File: config.mk
export PLATFORM = sky130hd
export DESIGN_NAME = dual_countdown_timer
export DESIGN_NICKNAME = d
export VERILOG_FILES = /design/src/rtl/tmr_pkg.sv /design/src/rtl/tmr_prescaler.sv /design/src/rtl/tmr_core.sv /design/src/rtl/tmr_regif.sv /design/src/rtl/dual_countdown_timer.sv
export SDC_FILE = /design/constraint.sdc
export NUM_CORES = 1
export LEC_CHECK = 0
export CAP_MARGIN = 10
export CORE_MARGIN = 4
export CORE_UTILIZATION = 54
export DETAILED_ROUTE_END_ITERATION = 10
export HOLD_SLACK_MARGIN = 0.05
export PLACE_DENSITY = 0.78
export SLEW_MARGIN = 5
export SYNTH_ARGS = -nofsm -noshare
export SYNTH_HDL_FRONTEND = slang
export SYNTH_SLANG_ARGS = --single-unit
File: constraint.sdc
create_clock -name clk -period 3.6 [get_ports clk]
set_clock_uncertainty 0.15 [all_clocks]
set_input_delay 0.9 -clock clk [delete_from_list [all_inputs] [get_ports clk]]
set_output_delay 0.9 -clock clk [all_outputs]
set_load 0.01 [all_outputs]
File: src/rtl/tmr_pkg.sv
package tmr_pkg;

  localparam int OFS_W = 5;

  // Control byte layout; the bit positions are the software-visible encoding.
  typedef struct packed {
    logic       run;       // 7
    logic       periodic;  // 6
    logic       flag_en;   // 5
    logic       spare;     // 4, reads 0
    logic [1:0] presc;     // 3:2
    logic       wide;      // 1
    logic       single;    // 0
  } tmr_ctrl_t;

  localparam logic [7:0] CTRL_RESET = 8'h20;
  localparam logic [7:0] CTRL_WMASK = 8'hEF;

  typedef enum logic [1:0] {
    PS_DIV1   = 2'b00,
    PS_DIV16  = 2'b01,
    PS_DIV256 = 2'b10,
    PS_DIV256X = 2'b11
  } presc_e;

  localparam logic [OFS_W-1:0] OFS_RELOAD = 5'h00;
  localparam logic [OFS_W-1:0] OFS_COUNT  = 5'h04;
  localparam logic [OFS_W-1:0] OFS_CTRL   = 5'h08;
  localparam logic [OFS_W-1:0] OFS_ACK    = 5'h0C;
  localparam logic [OFS_W-1:0] OFS_RAW    = 5'h10;
  localparam logic [OFS_W-1:0] OFS_MASKED = 5'h14;
  localparam logic [OFS_W-1:0] OFS_BGREL  = 5'h18;

endpackage

File: src/rtl/tmr_prescaler.sv
module tmr_prescaler
  import tmr_pkg::*;
#(
  parameter int PRESC_BITS = 8,
  localparam int MID_BITS = PRESC_BITS / 2
) (
  input  logic       clk,
  input  logic       rst_n,
  input  logic       run,
  input  logic       tick,
  input  logic [1:0] sel,
  output logic       step
);

  logic [PRESC_BITS-1:0] stage_q;

  always_ff @(posedge clk) begin
    if (!rst_n || !run) begin
      stage_q <= '0;
    end else if (tick) begin
      stage_q <= stage_q + PRESC_BITS'(1);
    end
  end

  always_comb begin
    unique case (presc_e'(sel))
      PS_DIV1:  step = run && tick;
      PS_DIV16: step = run && tick && (&stage_q[MID_BITS-1:0]);
      default:  step = run && tick && (&stage_q);
    endcase
  end

endmodule

File: src/rtl/tmr_core.sv
module tmr_core #(
  parameter int DATA_W = 32,
  localparam int HALF_W = DATA_W / 2
) (
  input  logic              clk,
  input  logic              rst_n,
  input  logic              step,
  input  logic              single,
  input  logic              periodic,
  input  logic              wide,
  input  logic              wr_reload,
  input  logic              wr_bg,
  input  logic              ack,
  input  logic [DATA_W-1:0] wdata,
  output logic [DATA_W-1:0] count,
  output logic [DATA_W-1:0] reload,
  output logic              raw
);

  logic [HALF_W-1:0] low;
  logic              at_zero;
  logic              at_one;
  logic [DATA_W-1:0] count_nx;
  logic              hit_zero;

  assign low = count[HALF_W-1:0];

  always_comb begin
    if (wide) begin
      at_zero = (count == '0);
      at_one  = (count == DATA_W'(1));
    end else begin
      at_zero = (low == '0);
      at_one  = (low == HALF_W'(1));
    end
  end

  always_comb begin
    count_nx = count;
    hit_zero = 1'b0;
    if (at_zero) begin
      if (single)        count_nx = count;
      else if (periodic) count_nx = reload;
      else if (wide)     count_nx = '1;
      else               count_nx = {count[DATA_W-1:HALF_W], {HALF_W{1'b1}}};
    end else begin
      if (wide) count_nx = count - DATA_W'(1);
      else      count_nx = {count[DATA_W-1:HALF_W], low - HALF_W'(1)};
      hit_zero = at_one;
    end
  end

  always_ff @(posedge clk) begin
    if (!rst_n) begin
      count  <= '1;
      reload <= '1;
      raw    <= 1'b0;
    end else begin
      if (wr_reload) begin
        count  <= wdata;
        reload <= wdata;
      end else begin
        if (step)  count  <= count_nx;
        if (wr_bg) reload <= wdata;
      end
      if (step && hit_zero) raw <= 1'b1;
      else if (ack)         raw <= 1'b0;
    end
  end

endmodule

File: src/rtl/tmr_regif.sv
module tmr_regif
  import tmr_pkg::*;
#(
  parameter int NUM_TIMERS = 2,
  parameter int DATA_W = 32,
  parameter int SEL_W = 1,
  localparam int ADDR_W = SEL_W + OFS_W
) (
  input  logic                                 reg_we,
  input  logic [ADDR_W-1:0]                    reg_addr,
  input  logic [NUM_TIMERS-1:0][DATA_W-1:0]    cnt_i,
  input  logic [NUM_TIMERS-1:0][DATA_W-1:0]    rel_i,
  input  logic [NUM_TIMERS-1:0][7:0]           ctrl_i,
  input  logic [NUM_TIMERS-1:0]                raw_i,
  input  logic [NUM_TIMERS-1:0]                msk_i,
  output logic [NUM_TIMERS-1:0]                wr_reload,
  output logic [NUM_TIMERS-1:0]                wr_bg,
  output logic [NUM_TIMERS-1:0]                wr_ctrl,
  output logic [NUM_TIMERS-1:0]                wr_ack,
  output logic [DATA_W-1:0]                    rdata
);

  logic [SEL_W-1:0] sel;
  logic [OFS_W-1:0] ofs;

  assign sel = reg_addr[ADDR_W-1:OFS_W];
  assign ofs = reg_addr[OFS_W-1:0];

  for (genvar i = 0; i < NUM_TIMERS; i++) begin : g_dec
    logic hit;
    assign hit          = reg_we && (sel == SEL_W'(i));
    assign wr_reload[i] = hit && (ofs == OFS_RELOAD);
    assign wr_bg[i]     = hit && (ofs == OFS_BGREL);
    assign wr_ctrl[i]   = hit && (ofs == OFS_CTRL);
    assign wr_ack[i]    = hit && (ofs == OFS_ACK);
  end

  always_comb begin
    rdata = '0;
    for (int i = 0; i < NUM_TIMERS; i++) begin
      if (sel == SEL_W'(i)) begin
        unique case (ofs)
          OFS_RELOAD, OFS_BGREL: rdata = rel_i[i];
          OFS_COUNT:             rdata = cnt_i[i];
          OFS_CTRL:              rdata = {{(DATA_W-8){1'b0}}, ctrl_i[i]};
          OFS_RAW:               rdata = {{(DATA_W-1){1'b0}}, raw_i[i]};
          OFS_MASKED:            rdata = {{(DATA_W-1){1'b0}}, msk_i[i]};
          default:               rdata = '0;
        endcase
      end
    end
  end

endmodule

File: src/rtl/dual_countdown_timer.sv
module dual_countdown_timer
  import tmr_pkg::*;
#(
  parameter int NUM_TIMERS = 2,
  parameter int DATA_W = 32,
  parameter int PRESC_BITS = 8,
  localparam int SEL_W = (NUM_TIMERS > 1) ? $clog2(NUM_TIMERS) : 1,
  localparam int ADDR_W = SEL_W + OFS_W
) (
  input  logic                  clk,
  input  logic                  rst_n,
  input  logic [NUM_TIMERS-1:0] tick_en,
  input  logic                  reg_we,
  input  logic [ADDR_W-1:0]     reg_addr,
  input  logic [DATA_W-1:0]     reg_wdata,
  output logic [DATA_W-1:0]     reg_rdata,
  output logic [NUM_TIMERS-1:0] timer_irq,
  output logic                  irq_out
);

  tmr_ctrl_t [NUM_TIMERS-1:0]             ctrl_q;
  logic [NUM_TIMERS-1:0][DATA_W-1:0]      cur_val;
  logic [NUM_TIMERS-1:0][DATA_W-1:0]      rel_val;
  logic [NUM_TIMERS-1:0][7:0]             ctrl_bits;
  logic [NUM_TIMERS-1:0]                  raw_q;
  logic [NUM_TIMERS-1:0]                  en_q;
  logic [NUM_TIMERS-1:0]                  single_q;
  logic [NUM_TIMERS-1:0]                  ie_q;
  logic [NUM_TIMERS-1:0]                  wr_reload;
  logic [NUM_TIMERS-1:0]                  wr_bg;
  logic [NUM_TIMERS-1:0]                  wr_ctrl;
  logic [NUM_TIMERS-1:0]                  wr_ack;
  logic [NUM_TIMERS-1:0]                  step;

  tmr_regif #(
    .NUM_TIMERS(NUM_TIMERS),
    .DATA_W    (DATA_W),
    .SEL_W     (SEL_W)
  ) u_regif (
    .reg_we   (reg_we),
    .reg_addr (reg_addr),
    .cnt_i    (cur_val),
    .rel_i    (rel_val),
    .ctrl_i   (ctrl_bits),
    .raw_i    (raw_q),
    .msk_i    (timer_irq),
    .wr_reload(wr_reload),
    .wr_bg    (wr_bg),
    .wr_ctrl  (wr_ctrl),
    .wr_ack   (wr_ack),
    .rdata    (reg_rdata)
  );

  for (genvar i = 0; i < NUM_TIMERS; i++) begin : g_tmr

    always_ff @(posedge clk) begin
      if (!rst_n) begin
        ctrl_q[i] <= tmr_ctrl_t'(CTRL_RESET);
      end else if (wr_ctrl[i]) begin
        ctrl_q[i] <= tmr_ctrl_t'(reg_wdata[7:0] & CTRL_WMASK);
      end
    end

    assign ctrl_bits[i] = ctrl_q[i];
    assign en_q[i]      = ctrl_q[i].run;
    assign single_q[i]  = ctrl_q[i].single;
    assign ie_q[i]      = ctrl_q[i].flag_en;

    tmr_prescaler #(
      .PRESC_BITS(PRESC_BITS)
    ) u_presc (
      .clk  (clk),
      .rst_n(rst_n),
      .run  (ctrl_q[i].run),
      .tick (tick_en[i]),
      .sel  (ctrl_q[i].presc),
      .step (step[i])
    );

    tmr_core #(
      .DATA_W(DATA_W)
    ) u_core (
      .clk      (clk),
      .rst_n    (rst_n),
      .step     (step[i]),
      .single   (ctrl_q[i].single),
      .periodic (ctrl_q[i].periodic),
      .wide     (ctrl_q[i].wide),
      .wr_reload(wr_reload[i]),
      .wr_bg    (wr_bg[i]),
      .ack      (wr_ack[i]),
      .wdata    (reg_wdata),
      .count    (cur_val[i]),
      .reload   (rel_val[i]),
      .raw      (raw_q[i])
    );

    assign timer_irq[i] = raw_q[i] & ctrl_q[i].flag_en;
  end

  assign irq_out = |timer_irq;

endmodule

# ---- Yosys cells after proc, flatten, opt, wreduce, memory -nomap -nowiden
# Cells that the tools add are included.
dict set report word_totals {
  regBits 160
  elab_cells 128
}
dict set report classes {
  eq_ne 14
  mux 33
  n_addsub 6
  bitwise_logic 3
  reduce_logical 50
}
# op n
set op_table {}
lappend op_table {{32-bit two-way mux} 19}
lappend op_table {{32-bit one-hot mux with 5 select lines} 2}
lappend op_table {{32-bit by 1-bit == test with 1-bit output, second input constant} 2}
lappend op_table {{32-bit zero test} 2}
lappend op_table {{32-bit by 1-bit subtractor with 32-bit output, second input constant} 2}
lappend op_table {{16-bit by 1-bit == test with 1-bit output, second input constant} 2}
lappend op_table {{16-bit zero test} 2}
lappend op_table {{16-bit by 1-bit subtractor with 16-bit output, second input constant} 2}
lappend op_table {{1-bit logical AND} 18}
lappend op_table {{8-bit by 1-bit adder with 8-bit output, second input constant} 2}
lappend op_table {{4-bit AND reduction} 4}
lappend op_table {{8-bit AND reduction} 2}
lappend op_table {{5-bit == test, second input constant} 3}
lappend op_table {{2-bit nonzero test} 6}
lappend op_table {{3-bit nonzero test} 4}
lappend op_table {{5-bit by 4-bit == test with 1-bit output, second input constant} 2}
lappend op_table {{1-bit two-way mux} 10}
lappend op_table {{3-bit by 2-bit inequality test with 1-bit output, second input constant} 2}
lappend op_table {{5-bit by 3-bit == test with 1-bit output, second input constant} 1}
lappend op_table {{5-bit zero test} 1}
lappend op_table {{2-bit by 1-bit == test with 1-bit output, second input constant} 2}
lappend op_table {{2-bit zero test} 2}
lappend op_table {{1-bit one-hot mux with 2 select lines} 2}
lappend op_table {{2-bit AND reduction} 2}
lappend op_table {{5 further kinds} 10}

# ---- Longest topological paths before layout
dict set report depth {
  depth_word 6
  ltp_mapped 11
  ltp_nobuf 8
}

# ---- Cells and area by module
# A second synthesis with hierarchy kept.
dict set report hier_totals {
  hier_cells 1308
  hier_area_um2 9994.6
}
# module n_inst area_per_inst_um2 seq_area_each_um2 cells_each
set modules_own_cells {}
lappend modules_own_cells {tmr_core 2 3776.1 1301.2 503}
lappend modules_own_cells {tmr_regif 1 1126.1 0.0 167}
lappend modules_own_cells {tmr_prescaler 2 381.6 160.2 43}
lappend modules_own_cells {dual_countdown_timer 1 553.0 280.3 49}

# ---- Least setup slack after synthesis
# No wires, ideal clock.
dict set report synth_path {
  path_type {input port to output port}
  from {input reg_addr[4]}
  to {output reg_rdata[12]}
  path_stages 8
  n_path_buf 3
  path_slack_ps -76
  t_required_ps 2550
  t_arrival_ps 2626
  path_cell_list {clkbuf_1 nor2b_1 nand2_1 nor2_1 clkbuf_1 clkbuf_1 a22oi_1 a21oi_1}
}
dict set report synth_between {
  elab_chain_len 4
  elab_cells_between_ends 10
  cone_classes {eq/ne (5); mux (3); reduce/logical (2)}
}
# element line
set synth_rtl {}
lappend synth_rtl {{start, declared} dual_countdown_timer.sv:14} ;# input logic [ADDR_W-1:0] reg_addr,
lappend synth_rtl {{5-bit == test or 5-bit zero test (tied branches)} tmr_regif.sv:42} ;# unique case (ofs)
lappend synth_rtl {{2-bit OR reduction} tmr_regif.sv:42}
lappend synth_rtl {{32-bit one-hot mux with 5 select lines} tmr_regif.sv:42}
lappend synth_rtl {{32-bit two-way mux (*)} tmr_regif.sv:41} ;# if (sel == SEL_W'(i)) begin
lappend synth_rtl {{end, declared} dual_countdown_timer.sv:16} ;# output logic [DATA_W-1:0] reg_rdata,
# Every way passes the cells marked *; elsewhere a longest branch is shown, timed or not.

# ---- Final worst setup path
dict set report layout_path {
  from {input reg_addr[0]}
  to {output reg_rdata[16]}
}
# Same word-level chain as after synthesis.

==> qor.yml <==
outcome:
  status: "finished clean"
timing:
  hold_viol: 0
  hold_ws_ps: 340
  setup_ws_ps: 2.02
  timing.final.crit_share_pct: 99.9
  drv_slew: 0
  setup_viol_count_final: 0
  fmaxAchievable_mhz: 278
  layout_min_cycle_time_ps: 3600
  fin_setup_tns_ps: 0
  slew_headroom_pct: 28.9
  tightest_slew_ps: 1070
grt:
  track_usage_pct: 35.8
  use_met2_pct: 54.7
  grt_pass1_vias: 10285
  grt_pass1_wl_um: 57600
  grt_overflow_total: 0
  grt_max_degree: 51
  top_usage_layer: "met2"
  antenna_found_initial: 0
  grt.met3_usage_pct: 9.95
  met1_usage_pct: 48.2
floorplanning:
  die_width_um: 142
  die-area_sq_um: 20200
  io_pins: 78
  initial_core_util_pct: 55.6
  core_area_sq_um: 17500
  rows: 48
  die_h_um: 142
layout:
  post-route-util_pct: 68.0
  final_nets: 1427
  design_area_sq_um: 11900
  most-common-layout-cells: "172 x nand2_1, 160 x dfxtp_1, 95 x a21oi_1"
  final_common_cell: "nand2_1"
  drive_gt1_share_pct: 15.0
  syn_to_final_growth_pct: 22.4
  diodes: 0
  finalNonFillerCells: 1616
routing:
  drtPass1Iterations: 6
  drc: 0
  vias: 11443
  routedWlPerCell_um: 23.0
  via_per_inst: 7.08
  ant_nets: 0
  wl_um: 37100
  drtIter0Drc: 2134
placed_design:
  dp_hpwl_um: 25100
  gp_congestion: 1.05
  dp_slack_ps: -647
  port_buffers: 77
  dp.cells: 1571
  dpl_cell_area_sq_um: 11100
setup_path:
  r2r_slack_ps: 200
  cp.required_ps: 2550
  worstPathCellList: "dlygate4sd2_1 -> or3_4 -> nor2_4 -> buf_6 -> buf_16 -> buf_4 -> a22oi_2 -> a21oi_2 -> buf_2"
  critPathMaxStageDelay_ps: 360
  slowest_stage: "or3_4"
  cp-end-kind: "output pin"
  crit_arrival_ps: 2550
  crit_type: "input pin to output pin"
  cp_max_fo: 9
  worstReg2RegEnd: "g_tmr[1].u_core.count[18]"
  critPathLaunchType: "input pin"
  reg2reg_depth: 9
  reg2reg_from: "g_tmr[1].u_core.count[1]"
synthesis:
  synth_cell_types: 64
  synth-async-reset-ratio_pct: 0
  synth_seq_cells: 160
  syn_avg_cell_area_sq_um: 7.45
  synth_area_sq_um: 9710
  ys.flop_type: "dfxtp_1"
  synthCells: 1303
  synth_nets: 1352
  yosysTopAreaCell: "dfxtp_1"
  synth_top_area_share_pct: 33.0
  ys_warn_count: 0
  synthTopCellsByArea: "dfxtp_1 33%, nand2_1 6.7%, a21oi_1 5.5%"
  synth_edf_count: 0
  seq_area_frac_synth_pct: 33.0
cts:
  clockRootBuffer: "clkbuf_16"
  htree_levels: 4
  cts_sinks: 160
  cts_tree: "built"
  cts-buffers-inserted: 17
  insertion_delay_ps: 440
  clkSlewWorstSetupHoldPaths_ps: 70
  cts_buffer_depth: 2
hold_path:
  whs_path_depth: 2
  hold_end: "g_tmr[1].u_core.reload[12]"
  hold_start: "g_tmr[1].u_core.reload[12]"
  hold_path.class: "register to register"
pwr:
  powerDensity_nw_per_um2: 335
  p_total_mw: 3.98
  p_leak_nw: 4.38
  vdd_drop_max_uv: 344
flow_run:
  drv_cap: 0
registers in the layout (all words and copies together), names as in the netlist:
register               cells
g_tmr.u_core.raw           2
ctrl_bits                 14
g_tmr.u_core.count        64
g_tmr.u_core.reload       64
g_tmr.u_presc.stage_q     16
synth_stat cells (28+ instances only):
library cell	number
nand3_1	84
nor4_1	28
a21oi_1	107
inv_1	34
nor2_1	83
o21ai_0	36
nor3_1	37
o31ai_1	28
o211ai_1	39
a22oi_1	39
nand2_1	173
clkbuf_1	110
a221oi_1	36
dfxtp_1	160
worst max path at each step:
stage | start | end | slack (ps)
after global placement | reg_addr[1] | reg_rdata[0] | -590
after CTS | reg_addr[0] | reg_rdata[0] | 20
final | reg_addr[0] | reg_rdata[16] | 2
after detailed placement | reg_addr[1] | reg_rdata[0] | -650
after global routing | reg_addr[0] | reg_rdata[16] | -10
after floorplan | reg_addr[4] | reg_rdata[12] | 40
critical path: cells and delay by family:
family                 cells  cell delay [ps]
buffers and inverters      5              810
AOI/OAI and AO/OA          2              300
and+or+nand+nor            2              530
final cells by class:
| type | instances | area (sq um) |
|---|---|---|
| Multi-Input combinational cell | 990 | 6100 |
| Fill cell | 1458 | 5590 |
| Sequential cell | 160 | 3200 |
| Timing Repair Buffer | 175 | 1590 |
| Clock buffer | 18 | 439 |
| Tap cell | 225 | 282 |
| Clock inverter | 14 | 134 |
| Inverter | 34 | 128 |
report_power, final:
group          internal [mW]  switching (mW)
combinational          0.157           0.230
sequential              1.78          0.0197
clock                  0.980           0.811
repair_timing:
action	CTS	global route
pin swaps	19	7
gates resized for setup	160	6
setup buffers	7	1
cloned	5	1
setup endpoints to repair	32	18
hold buffers	0	0
per-layer routing:
metal	part of all wire (%)	routed length, um
met1	39	14300
met2	45	16600
met3	13	4750
met4	3.9	1460
met5	0	0
kinds of logic after synthesis:
kind of cell,Yosys count,synth area share [%]
buffers and inverters,153,5.98
flip-flops,160,33.0
XOR/XNOR,42,3.79
AND/OR/NAND/NOR,522,26.1
adder cells (fa/ha/maj),6,0.773
AO/OA/AOI/OAI,407,29.0
multiplexers,13,1.35
Power figures use the tool's default switching activity.
